===== src/rtl/dhr_pkg.sv =====
package dhr_pkg;

    localparam int NREG = 32;
    localparam int DW   = 8;
    localparam int AW   = $clog2(NREG);
    localparam int BUSW = NREG * DW;

    typedef struct packed {
        logic          v;
        logic [AW-1:0] addr;
        logic [DW-1:0] data;
    } wr_req_t;

    typedef enum logic [3:0] {
        SL_IDLE,
        SL_ADDR,
        SL_ADDR_ACK,
        SL_PTR,
        SL_PTR_ACK,
        SL_WDAT,
        SL_WDAT_ACK,
        SL_RDAT,
        SL_SKIP
    } slv_st_e;

    // Status byte for a location; reserved locations read as zero
    function automatic logic [DW-1:0] stat_pick(
        input logic [BUSW-1:0] st,
        input logic [AW-1:0]   a,
        input logic [NREG-1:0] rsv
    );
        logic [DW-1:0] b;
        b = st[DW*a +: DW];
        return rsv[a] ? '0 : b;
    endfunction

endpackage


===== src/rtl/dhr_sync.sv =====
module dhr_sync #(
    parameter int          W       = 1,
    parameter int          STAGES  = 2,
    parameter logic [W-1:0] RST_VAL = '0
) (
    input  logic         clk,
    input  logic         rst,
    input  logic [W-1:0] d,
    output logic [W-1:0] q
);
    logic [W-1:0] st [STAGES];

    for (genvar g = 0; g < STAGES; g++) begin : g_stage
        if (g == 0) begin : g_first
            always_ff @(posedge clk) begin
                if (rst) st[0] <= RST_VAL;
                else     st[0] <= d;
            end
        end else begin : g_next
            always_ff @(posedge clk) begin
                if (rst) st[g] <= RST_VAL;
                else     st[g] <= st[g-1];
            end
        end
    end

    assign q = st[STAGES-1];
endmodule


===== src/rtl/dhr_pbus_port.sv =====
module dhr_pbus_port
    import dhr_pkg::*;
#(
    parameter int SYNC_STAGES = 2
) (
    input  logic          clk,
    input  logic          rst,
    input  logic [DW-1:0] ad_i,
    input  logic          ale_i,
    input  logic          wr_n_i,
    input  logic          rd_n_i,
    input  logic          cs_i,
    output logic [AW-1:0] addr_o,
    output logic          ad_oe_o,
    output wr_req_t       wreq_o
);
    localparam int SW = DW + 4;
    localparam logic [SW-1:0] IDLE_LVL = {{DW{1'b0}}, 1'b0, 1'b1, 1'b1, 1'b0};

    logic [SW-1:0] raw, synced;
    logic [DW-1:0] ad_s;
    logic          ale_s, wr_s, rd_s, cs_s;
    logic          wr_prev;
    logic [AW-1:0] addr_q;
    logic          wr_fall;

    assign raw = {ad_i, ale_i, wr_n_i, rd_n_i, cs_i};

    dhr_sync #(.W(SW), .STAGES(SYNC_STAGES), .RST_VAL(IDLE_LVL)) u_sync (
        .clk (clk),
        .rst (rst),
        .d   (raw),
        .q   (synced)
    );

    assign {ad_s, ale_s, wr_s, rd_s, cs_s} = synced;
    assign wr_fall = cs_s & ~wr_s & wr_prev;

    always_ff @(posedge clk) begin
        if (rst) begin
            wr_prev <= 1'b1;
            addr_q  <= '0;
            wreq_o  <= '0;
        end else begin
            wr_prev <= wr_s;
            if (ale_s) addr_q <= ad_s[AW-1:0];
            wreq_o.v    <= wr_fall;
            wreq_o.addr <= addr_q;
            wreq_o.data <= ad_s;
        end
    end

    assign addr_o  = addr_q;
    assign ad_oe_o = cs_s & ~rd_s;

    // A strobe edge yields exactly one commit pulse
    p_wr_pulse_single_r2: assert property (@(posedge clk) disable iff (rst)
        wreq_o.v |=> !wreq_o.v);

endmodule


===== src/rtl/dhr_i2c_slave.sv =====
module dhr_i2c_slave
    import dhr_pkg::*;
#(
    parameter logic [6:0] SLV_ADDR    = 7'h1F,
    parameter int         SYNC_STAGES = 2
) (
    input  logic          clk,
    input  logic          rst,
    input  logic          scl_i,
    input  logic          sda_i,
    input  logic [DW-1:0] rd_data,
    output logic [AW-1:0] ptr_o,
    output wr_req_t       wreq_o,
    output logic          sda_oe_o
);
    logic [1:0]    lines;
    logic          scl_s, sda_s, scl_p, sda_p;
    logic          start_c, stop_c, rise_c, fall_c;
    slv_st_e       st;
    logic [3:0]    cnt;
    logic [DW-1:0] shreg, txb;
    logic          rw;

    dhr_sync #(.W(2), .STAGES(SYNC_STAGES), .RST_VAL(2'b11)) u_sync (
        .clk (clk),
        .rst (rst),
        .d   ({scl_i, sda_i}),
        .q   (lines)
    );
    assign {scl_s, sda_s} = lines;

    assign start_c = scl_s & scl_p & sda_p & ~sda_s;
    assign stop_c  = scl_s & scl_p & ~sda_p & sda_s;
    assign rise_c  = scl_s & ~scl_p;
    assign fall_c  = ~scl_s & scl_p;

    always_ff @(posedge clk) begin
        if (rst) begin
            scl_p    <= 1'b1;
            sda_p    <= 1'b1;
            st       <= SL_IDLE;
            cnt      <= '0;
            shreg    <= '0;
            txb      <= '0;
            rw       <= 1'b0;
            ptr_o    <= '0;
            wreq_o   <= '0;
            sda_oe_o <= 1'b0;
        end else begin
            scl_p    <= scl_s;
            sda_p    <= sda_s;
            wreq_o.v <= 1'b0;
            if (start_c) begin
                st       <= SL_ADDR;
                cnt      <= '0;
                sda_oe_o <= 1'b0;
            end else if (stop_c) begin
                st       <= SL_IDLE;
                sda_oe_o <= 1'b0;
            end else if (rise_c) begin
                if (st == SL_ADDR || st == SL_PTR || st == SL_WDAT) begin
                    shreg <= {shreg[DW-2:0], sda_s};
                    cnt   <= cnt + 4'd1;
                end else if (st == SL_RDAT) begin
                    cnt <= cnt + 4'd1;
                end
            end else if (fall_c) begin
                case (st)
                    SL_ADDR: if (cnt == 4'd8) begin
                        if (shreg[7:1] == SLV_ADDR) begin
                            rw       <= shreg[0];
                            sda_oe_o <= 1'b1;
                            st       <= SL_ADDR_ACK;
                        end else begin
                            st <= SL_SKIP;
                        end
                    end
                    SL_ADDR_ACK: begin
                        cnt <= '0;
                        if (rw) begin
                            txb      <= rd_data;
                            sda_oe_o <= ~rd_data[DW-1];
                            st       <= SL_RDAT;
                        end else begin
                            sda_oe_o <= 1'b0;
                            st       <= SL_PTR;
                        end
                    end
                    SL_PTR: if (cnt == 4'd8) begin
                        ptr_o    <= shreg[AW-1:0];
                        sda_oe_o <= 1'b1;
                        st       <= SL_PTR_ACK;
                    end
                    SL_PTR_ACK: begin
                        cnt      <= '0;
                        sda_oe_o <= 1'b0;
                        st       <= SL_WDAT;
                    end
                    SL_WDAT: if (cnt == 4'd8) begin
                        wreq_o.v    <= 1'b1;
                        wreq_o.addr <= ptr_o;
                        wreq_o.data <= shreg;
                        sda_oe_o    <= 1'b1;
                        st          <= SL_WDAT_ACK;
                    end
                    SL_WDAT_ACK: begin
                        sda_oe_o <= 1'b0;
                        st       <= SL_SKIP;
                    end
                    SL_RDAT: begin
                        if (cnt == 4'd8) begin
                            sda_oe_o <= 1'b0;
                            st       <= SL_SKIP;
                        end else begin
                            sda_oe_o <= ~txb[3'(4'd7 - cnt)];
                        end
                    end
                    default: ;
                endcase
            end
        end
    end

    // SDA is only pulled low while SCL is low
    p_sda_drive_scl_low_r5: assert property (@(posedge clk) disable iff (rst)
        $rose(sda_oe_o) |-> !scl_s);

    // The pointer survives a STOP condition
    p_ptr_kept_r7: assert property (@(posedge clk) disable iff (rst)
        stop_c |=> $stable(ptr_o));

endmodule


===== src/rtl/dhr_ctrl_bank.sv =====
module dhr_ctrl_bank
    import dhr_pkg::*;
#(
    parameter logic [NREG-1:0] RSV_MASK = 32'hF000_0000
) (
    input  logic            clk,
    input  logic            rst,
    input  wr_req_t         par_req,
    input  wr_req_t         ser_req,
    output logic [BUSW-1:0] ctrl_o
);
    wr_req_t pend_q, pend_n, commit;

    always_comb begin
        if (par_req.v)     commit = par_req;
        else if (pend_q.v) commit = pend_q;
        else               commit = ser_req;

        if (par_req.v)     pend_n = ser_req.v ? ser_req : pend_q;
        else if (pend_q.v) pend_n = ser_req;
        else               pend_n = '0;
    end

    always_ff @(posedge clk) begin
        if (rst) pend_q <= '0;
        else     pend_q <= pend_n;
    end

    for (genvar g = 0; g < NREG; g++) begin : g_reg
        if (RSV_MASK[g]) begin : g_rsv
            assign ctrl_o[g*DW +: DW] = '0;
        end else begin : g_live
            logic [DW-1:0] r_q;
            always_ff @(posedge clk) begin
                if (rst)
                    r_q <= '0;
                else if (commit.v && commit.addr == AW'(g))
                    r_q <= commit.data;
            end
            assign ctrl_o[g*DW +: DW] = r_q;
        end
    end

    // A deferred serial write is applied on the following cycle
    p_pend_drains_r11: assert property (@(posedge clk) disable iff (rst)
        pend_q.v |=> !pend_q.v);

    // On a collision the serial request is held, unchanged, for one cycle
    p_par_wins_r11: assert property (@(posedge clk) disable iff (rst)
        (par_req.v && ser_req.v) |=> (pend_q.v && pend_q.data == $past(ser_req.data)));

endmodule


===== src/rtl/dual_host_regs.sv =====
module dual_host_regs
    import dhr_pkg::*;
#(
    parameter logic [6:0]      SLV_ADDR    = 7'h1F,
    parameter int              IEN_IDX     = 11,
    parameter int              ISTAT_IDX   = 12,
    parameter logic [NREG-1:0] RSV_MASK    = 32'hF000_0000,
    parameter int              SYNC_STAGES = 2
) (
    input  logic            clk,
    input  logic            rst,
    input  logic [DW-1:0]   pb_ad_i,
    output logic [DW-1:0]   pb_ad_o,
    output logic            pb_ad_oe,
    input  logic            pb_ale,
    input  logic            pb_wr_n,
    input  logic            pb_rd_n,
    input  logic            pb_cs,
    input  logic            i2c_scl_i,
    input  logic            i2c_sda_i,
    output logic            i2c_sda_oe,
    input  logic [BUSW-1:0] stat_i,
    output logic [BUSW-1:0] ctrl_o,
    output logic            irq_pull
);
    wr_req_t       par_req, ser_req;
    logic [AW-1:0] pb_addr, i2c_ptr;
    logic [DW-1:0] i2c_rd;
    logic [DW-1:0] ien_b, ist_b;

    dhr_pbus_port #(.SYNC_STAGES(SYNC_STAGES)) u_pbus (
        .clk     (clk),
        .rst     (rst),
        .ad_i    (pb_ad_i),
        .ale_i   (pb_ale),
        .wr_n_i  (pb_wr_n),
        .rd_n_i  (pb_rd_n),
        .cs_i    (pb_cs),
        .addr_o  (pb_addr),
        .ad_oe_o (pb_ad_oe),
        .wreq_o  (par_req)
    );

    dhr_i2c_slave #(.SLV_ADDR(SLV_ADDR), .SYNC_STAGES(SYNC_STAGES)) u_i2c (
        .clk      (clk),
        .rst      (rst),
        .scl_i    (i2c_scl_i),
        .sda_i    (i2c_sda_i),
        .rd_data  (i2c_rd),
        .ptr_o    (i2c_ptr),
        .wreq_o   (ser_req),
        .sda_oe_o (i2c_sda_oe)
    );

    dhr_ctrl_bank #(.RSV_MASK(RSV_MASK)) u_bank (
        .clk     (clk),
        .rst     (rst),
        .par_req (par_req),
        .ser_req (ser_req),
        .ctrl_o  (ctrl_o)
    );

    assign pb_ad_o = stat_pick(stat_i, pb_addr, RSV_MASK);
    assign i2c_rd  = stat_pick(stat_i, i2c_ptr, RSV_MASK);

    assign ien_b = ctrl_o[IEN_IDX*DW +: DW];
    assign ist_b = stat_i[ISTAT_IDX*DW +: DW];

    always_ff @(posedge clk) begin
        if (rst) irq_pull <= 1'b0;
        else     irq_pull <= |(ien_b & ist_b);
    end

    // An all-zero enable mask keeps the interrupt line released
    p_irq_quiet_r12: assert property (@(posedge clk) disable iff (rst)
        ($past(ien_b) == '0) |-> !irq_pull);

endmodule


===== config.mk =====
export PLATFORM = sky130hd
export DESIGN_NAME = dual_host_regs
export DESIGN_NICKNAME = d
export VERILOG_FILES = /design/src/rtl/dhr_pkg.sv /design/src/rtl/dhr_sync.sv /design/src/rtl/dhr_pbus_port.sv /design/src/rtl/dhr_i2c_slave.sv /design/src/rtl/dhr_ctrl_bank.sv /design/src/rtl/dual_host_regs.sv
export SDC_FILE = /design/constraint.sdc
export NUM_CORES = 1
export LEC_CHECK = 0
export BUFFER_PORTS_ARGS = -buffer_cell sky130_fd_sc_hd__buf_4
export CAP_MARGIN = 5
export CELL_PAD_IN_SITES_DETAIL_PLACEMENT = 1
export CELL_PAD_IN_SITES_GLOBAL_PLACEMENT = 2
export CORE_UTILIZATION = 32
export CTS_BUF_LIST = sky130_fd_sc_hd__clkbuf_8 sky130_fd_sc_hd__clkbuf_16
export DETAILED_ROUTE_END_ITERATION = 7
export PLACE_DENSITY_LB_ADDON = 0.1
export SYNTH_ARGS = -nofsm -noshare
export SYNTH_HDL_FRONTEND = slang
export SYNTH_HIERARCHICAL = 1
export SYNTH_SLANG_ARGS = --single-unit

===== constraint.sdc =====
create_clock -name clk -period 2.75 [get_ports clk]
set_input_delay 0.1375 -clock clk [delete_from_list [all_inputs] [get_ports clk]]
set_output_delay 0.1375 -clock clk [all_outputs]
set_load 0.03 [all_outputs]

==> results.toml <==
[placed_design]
dp_hpwl_um = 51100
place_congestion = 0.884
io_buffers = 474
place_area_um2 = 21500
post-place-ws_ns = 0.363

[pwr]
comb_power_share_pct = 8.0
power.density_nw_per_um2 = 471
swShare_pct = 22.8
pwr-share-seq_pct = 44.9
switchingPower_mw = 2.48
p_int_mw = 8.39
clkPwrFrac_pct = 47.2
leakagePower_nw = 9.51
ir_worst_vdd_mv = 0.327

[worst_hold_path]
hold_path_class = "in2reg"
min_from = "stat_i[99]"

[synthesis]
yosysUniqueCellTypes = 74
synth_edf_count = 0
synth_cells = 1663
synthArstFlopShare_pct = 0
yosysSeqAreaShare_pct = 38.6
syn_area_per_cell_um2 = 10.4
synth-warning-count = 6
synth_seq_cells = 334
syn_area_um2 = 17300
synth_top_flop_cell = "dfxtp_1"

[routing]
dr.pass1.iters = 4
routed_wl_um = 67500
postRouteAntennaNets = 0
viasPerCell = 5.04
drt-wirelength-per-cell_um = 23.6
dr_total_vias = 14400
remaining_drc_errors = 0
drt_iter0_markers = 653

[sta]
maxSlewHeadroom_pct = 48.3
maxSlewViolCount = 0
hold_viol = 0
maxClockFrequency_mhz = 383
tns_ns = 0
worst_slew_pin_slew_ns = 0.768
whs_ns = 0.0293
layout_min_cycle_time_ns = 2.61
rsz0062_at_grt = "false"
fin_skew_ns = 0.0264
fin_crit_sh_pct = 95.1
setup_slack_ns = 0.136
setup_viol = 0

[cells_and_area]
drive_above_1_share_pct = 34.5
n_fill_cell = 5878
nets = 2414
syn_to_final_growth_pct = 33.5
design_area_um2 = 23100
utilization_pct = 43.6
layout.area.seq_um2 = 6700
multi_input_area_um2 = 9780

[clock_tree]
clkSinkCount = 334
clock_path_buffers = 3
htree_levels = 2
root_buffer = "clkbuf_16"
clk-insertion-delay-late_ns = 0.55
numCtsBuffers = 39
cts_tree = "built"
clk_pin_slew_worst_paths_ns = 0.06

[setup_path]
path_common_cell = "buf_4"
critPathKind = "reg2out"
path_cells = "buf_4 -> mux4_2 -> a22oi_1 -> a31oi_1 -> buf_4 -> buf_4"
crit_fanout = 13
startpoint_type = "register"
critPathTopFamily = "buffers and inverters"
r2r-start = "u_i2c/ptr_o[0]"
reg2reg_slack_ns = 0.29
critPathMaxStageDelay_ns = 0.49
path_buf_inv = 3
cp_slowest_cell = "dfxtp_4"
startpoint = "u_pbus/addr_o[2]"
cp-end-kind = "primary output"
crit_required_ns = 2.61
cp_data_arrival_time_ns = 2.48

[floorplan]
rows = 84
dieArea_um2 = 55000
die_x_um = 235
io_pins = 539
coreArea_um2 = 53000
start_util_pct = 32.7
die_h_um = 235

[grt]
grt_usage_pct = 23.8
grt_max_degree = 138
overflow = 0
grt_pass1_wl_um = 97800
grt_pass1_vias = 15400
grt_antenna_before_repair = 14

[job]
drv_cap = 0

[run_status]
run_status = "finished clean"
## cell usage after synthesis (all sizes together), types with 2 or more instances
cell | number | area (um^2)
ha | 5 | 62.6
a311oi | 4 | 35.0
xnor2 | 2 | 17.5
o211a | 5 | 50.1
and3 | 6 | 37.5
and2 | 3 | 18.8
nor3 | 15 | 96.4
nand2 | 89 | 357
o211ai | 5 | 37.5
dfxtp | 334 | 6690
mux2 | 12 | 135
and2b | 9 | 68.8
or3 | 2 | 17.5
o21bai | 2 | 15.0
or2 | 15 | 96.4
nand3b | 3 | 47.6
o21ai | 78 | 390
a32oi | 7 | 61.3
a31oi | 10 | 77.6
and3b | 3 | 26.3
inv | 10 | 37.5
a41oi | 2 | 17.5
nor2b | 64 | 400
mux2i | 334 | 3340
a2111oi | 8 | 95.1
buf | 100 | 702
a221oi | 19 | 166
nor4 | 2 | 27.5
a22oi | 23 | 173
mux4 | 68 | 1540
clkbuf | 63 | 236
xor2 | 2 | 17.5
nor2 | 75 | 428
nand3 | 18 | 115
o21a | 4 | 30.0
nand4 | 2 | 12.5
nand2b | 216 | 1360
a211oi | 2 | 15.0
a21oi | 30 | 150
o31ai | 3 | 36.3
## path summary, 6_finish.rpt
kind | end | cells past startpoint
setup / recovery | pb_ad_o[4] | 6
hold / removal | irq_pull | 3
setup reg to reg | u_i2c/txb[5] | 7
hold reg to reg | u_i2c/u_sync/st[1][1] | 1
## sequential cells by signal, indices dropped and copies added, names as in the netlist, 4 cells and up
register             cells
u_i2c/wreq_o            14
u_pbus/addr_o            5
u_bank/pend_q           14
u_pbus/wreq_o           14
u_i2c/txb                8
u_i2c/u_sync/st          4
u_i2c/ptr_o              5
u_bank/g.g_live.r_q    224
u_i2c/cnt                4
u_pbus/u_sync/st        24
u_i2c/st                 4
u_i2c/shreg              8
## kinds of logic (layout without fill, tap and decap cells)
logic type      count (synthesis)  in the layout  share of synthesized area [%]
other cells                     1             43                         0.0217
compound gates                206            206                           8.02
flops                         334            334                           38.6
fa+ha+maj                       5              5                          0.361
simple gates                  526            526                           18.2
buf+inv                       173            644                           5.64
xor+xnor                        4              4                          0.202
mux                           414            414                           29.0
## cell usage in the layout (no fill, tap or decap), types with 12 or more instances in the layout
master	synthesis	layout
nor3_1	12	12
nand2b_1	215	210
mux4_2	67	67
a221oi_1	19	19
dlygate4sd3_1	0	15
nand3_1	13	13
inv_1	10	19
buf_4	45	538
o21ai_1	28	28
o21ai_0	50	50
nor2b_1	64	64
nand2_1	80	80
a22oi_1	23	23
conb_1	1	32
nor2_1	60	60
dfxtp_1	334	328
clkbuf_16	0	40
a21oi_1	30	30
mux2_2	12	12
mux2i_1	334	334
## power by group through the flow
stage / logic [mW] / clock network [mW] / registers (mW)
after floorplan: 0.434 / 0 / 4.98
after global routing: 0.918 / 5.48 / 4.88
after CTS: 0.861 / 5.31 / 4.88
final: 0.865 / 5.13 / 4.88
after global placement: 0.834 / 0 / 4.99
after detailed placement: 0.841 / 0 / 4.99
## layout make-up
type	instances	area share (%)
Multi-Input combinational cell	1187	42.3
Sequential cell	334	29.0
Tap cell	688	3.72
Clock inverter	20	0.688
Timing Repair Buffer	565	19.1
Antenna cell	11	0.119
Clock buffer	49	4.87
Inverter	10	0.162
## stage by stage
| stage | cells | total power [mW] |
|---|---|---|
| CTS | 2840 | 11.0 |
| detailed placement | 2756 | 5.83 |
| finish | 2864 | 10.9 |
| floorplan | 1694 | 5.41 |
| global route | 2864 | 11.3 |
| global placement | 2756 | 5.82 |
## per-layer routing
layer | vias up | part of all wire, % | global-route usage [%] | wire [um]
li1 | 6771 | - | - | -
met1 | 7135 | 40 | 27.9 | 27000
met2 | 427 | 51 | 41.7 | 34400
met3 | 94 | 6.0 | 6.17 | 4080
met4 | 6 | 2.9 | 8.29 | 1980
met5 | - | 0.059 | 0 | 40
## worst reg2reg max path, cell delays in order (launching register included)
cell	delay (ns)
dfxtp_2	0.40
buf_12	0.24
mux4_2	0.59
a2111oi_1	0.58
buf_4	0.20
a32oi_1	0.09
mux2i_1	0.17
nor2_1	0.05
## repair_timing
item                                    4_1_cts  5_1_grt
gates resized for setup                       3        0
setup buffers                                 0       13
hold buffers                                 15        0
endpoints found under the hold margin        15        0
endpoints found under the setup margin        7        2
(Power assumes the default switching activity.)
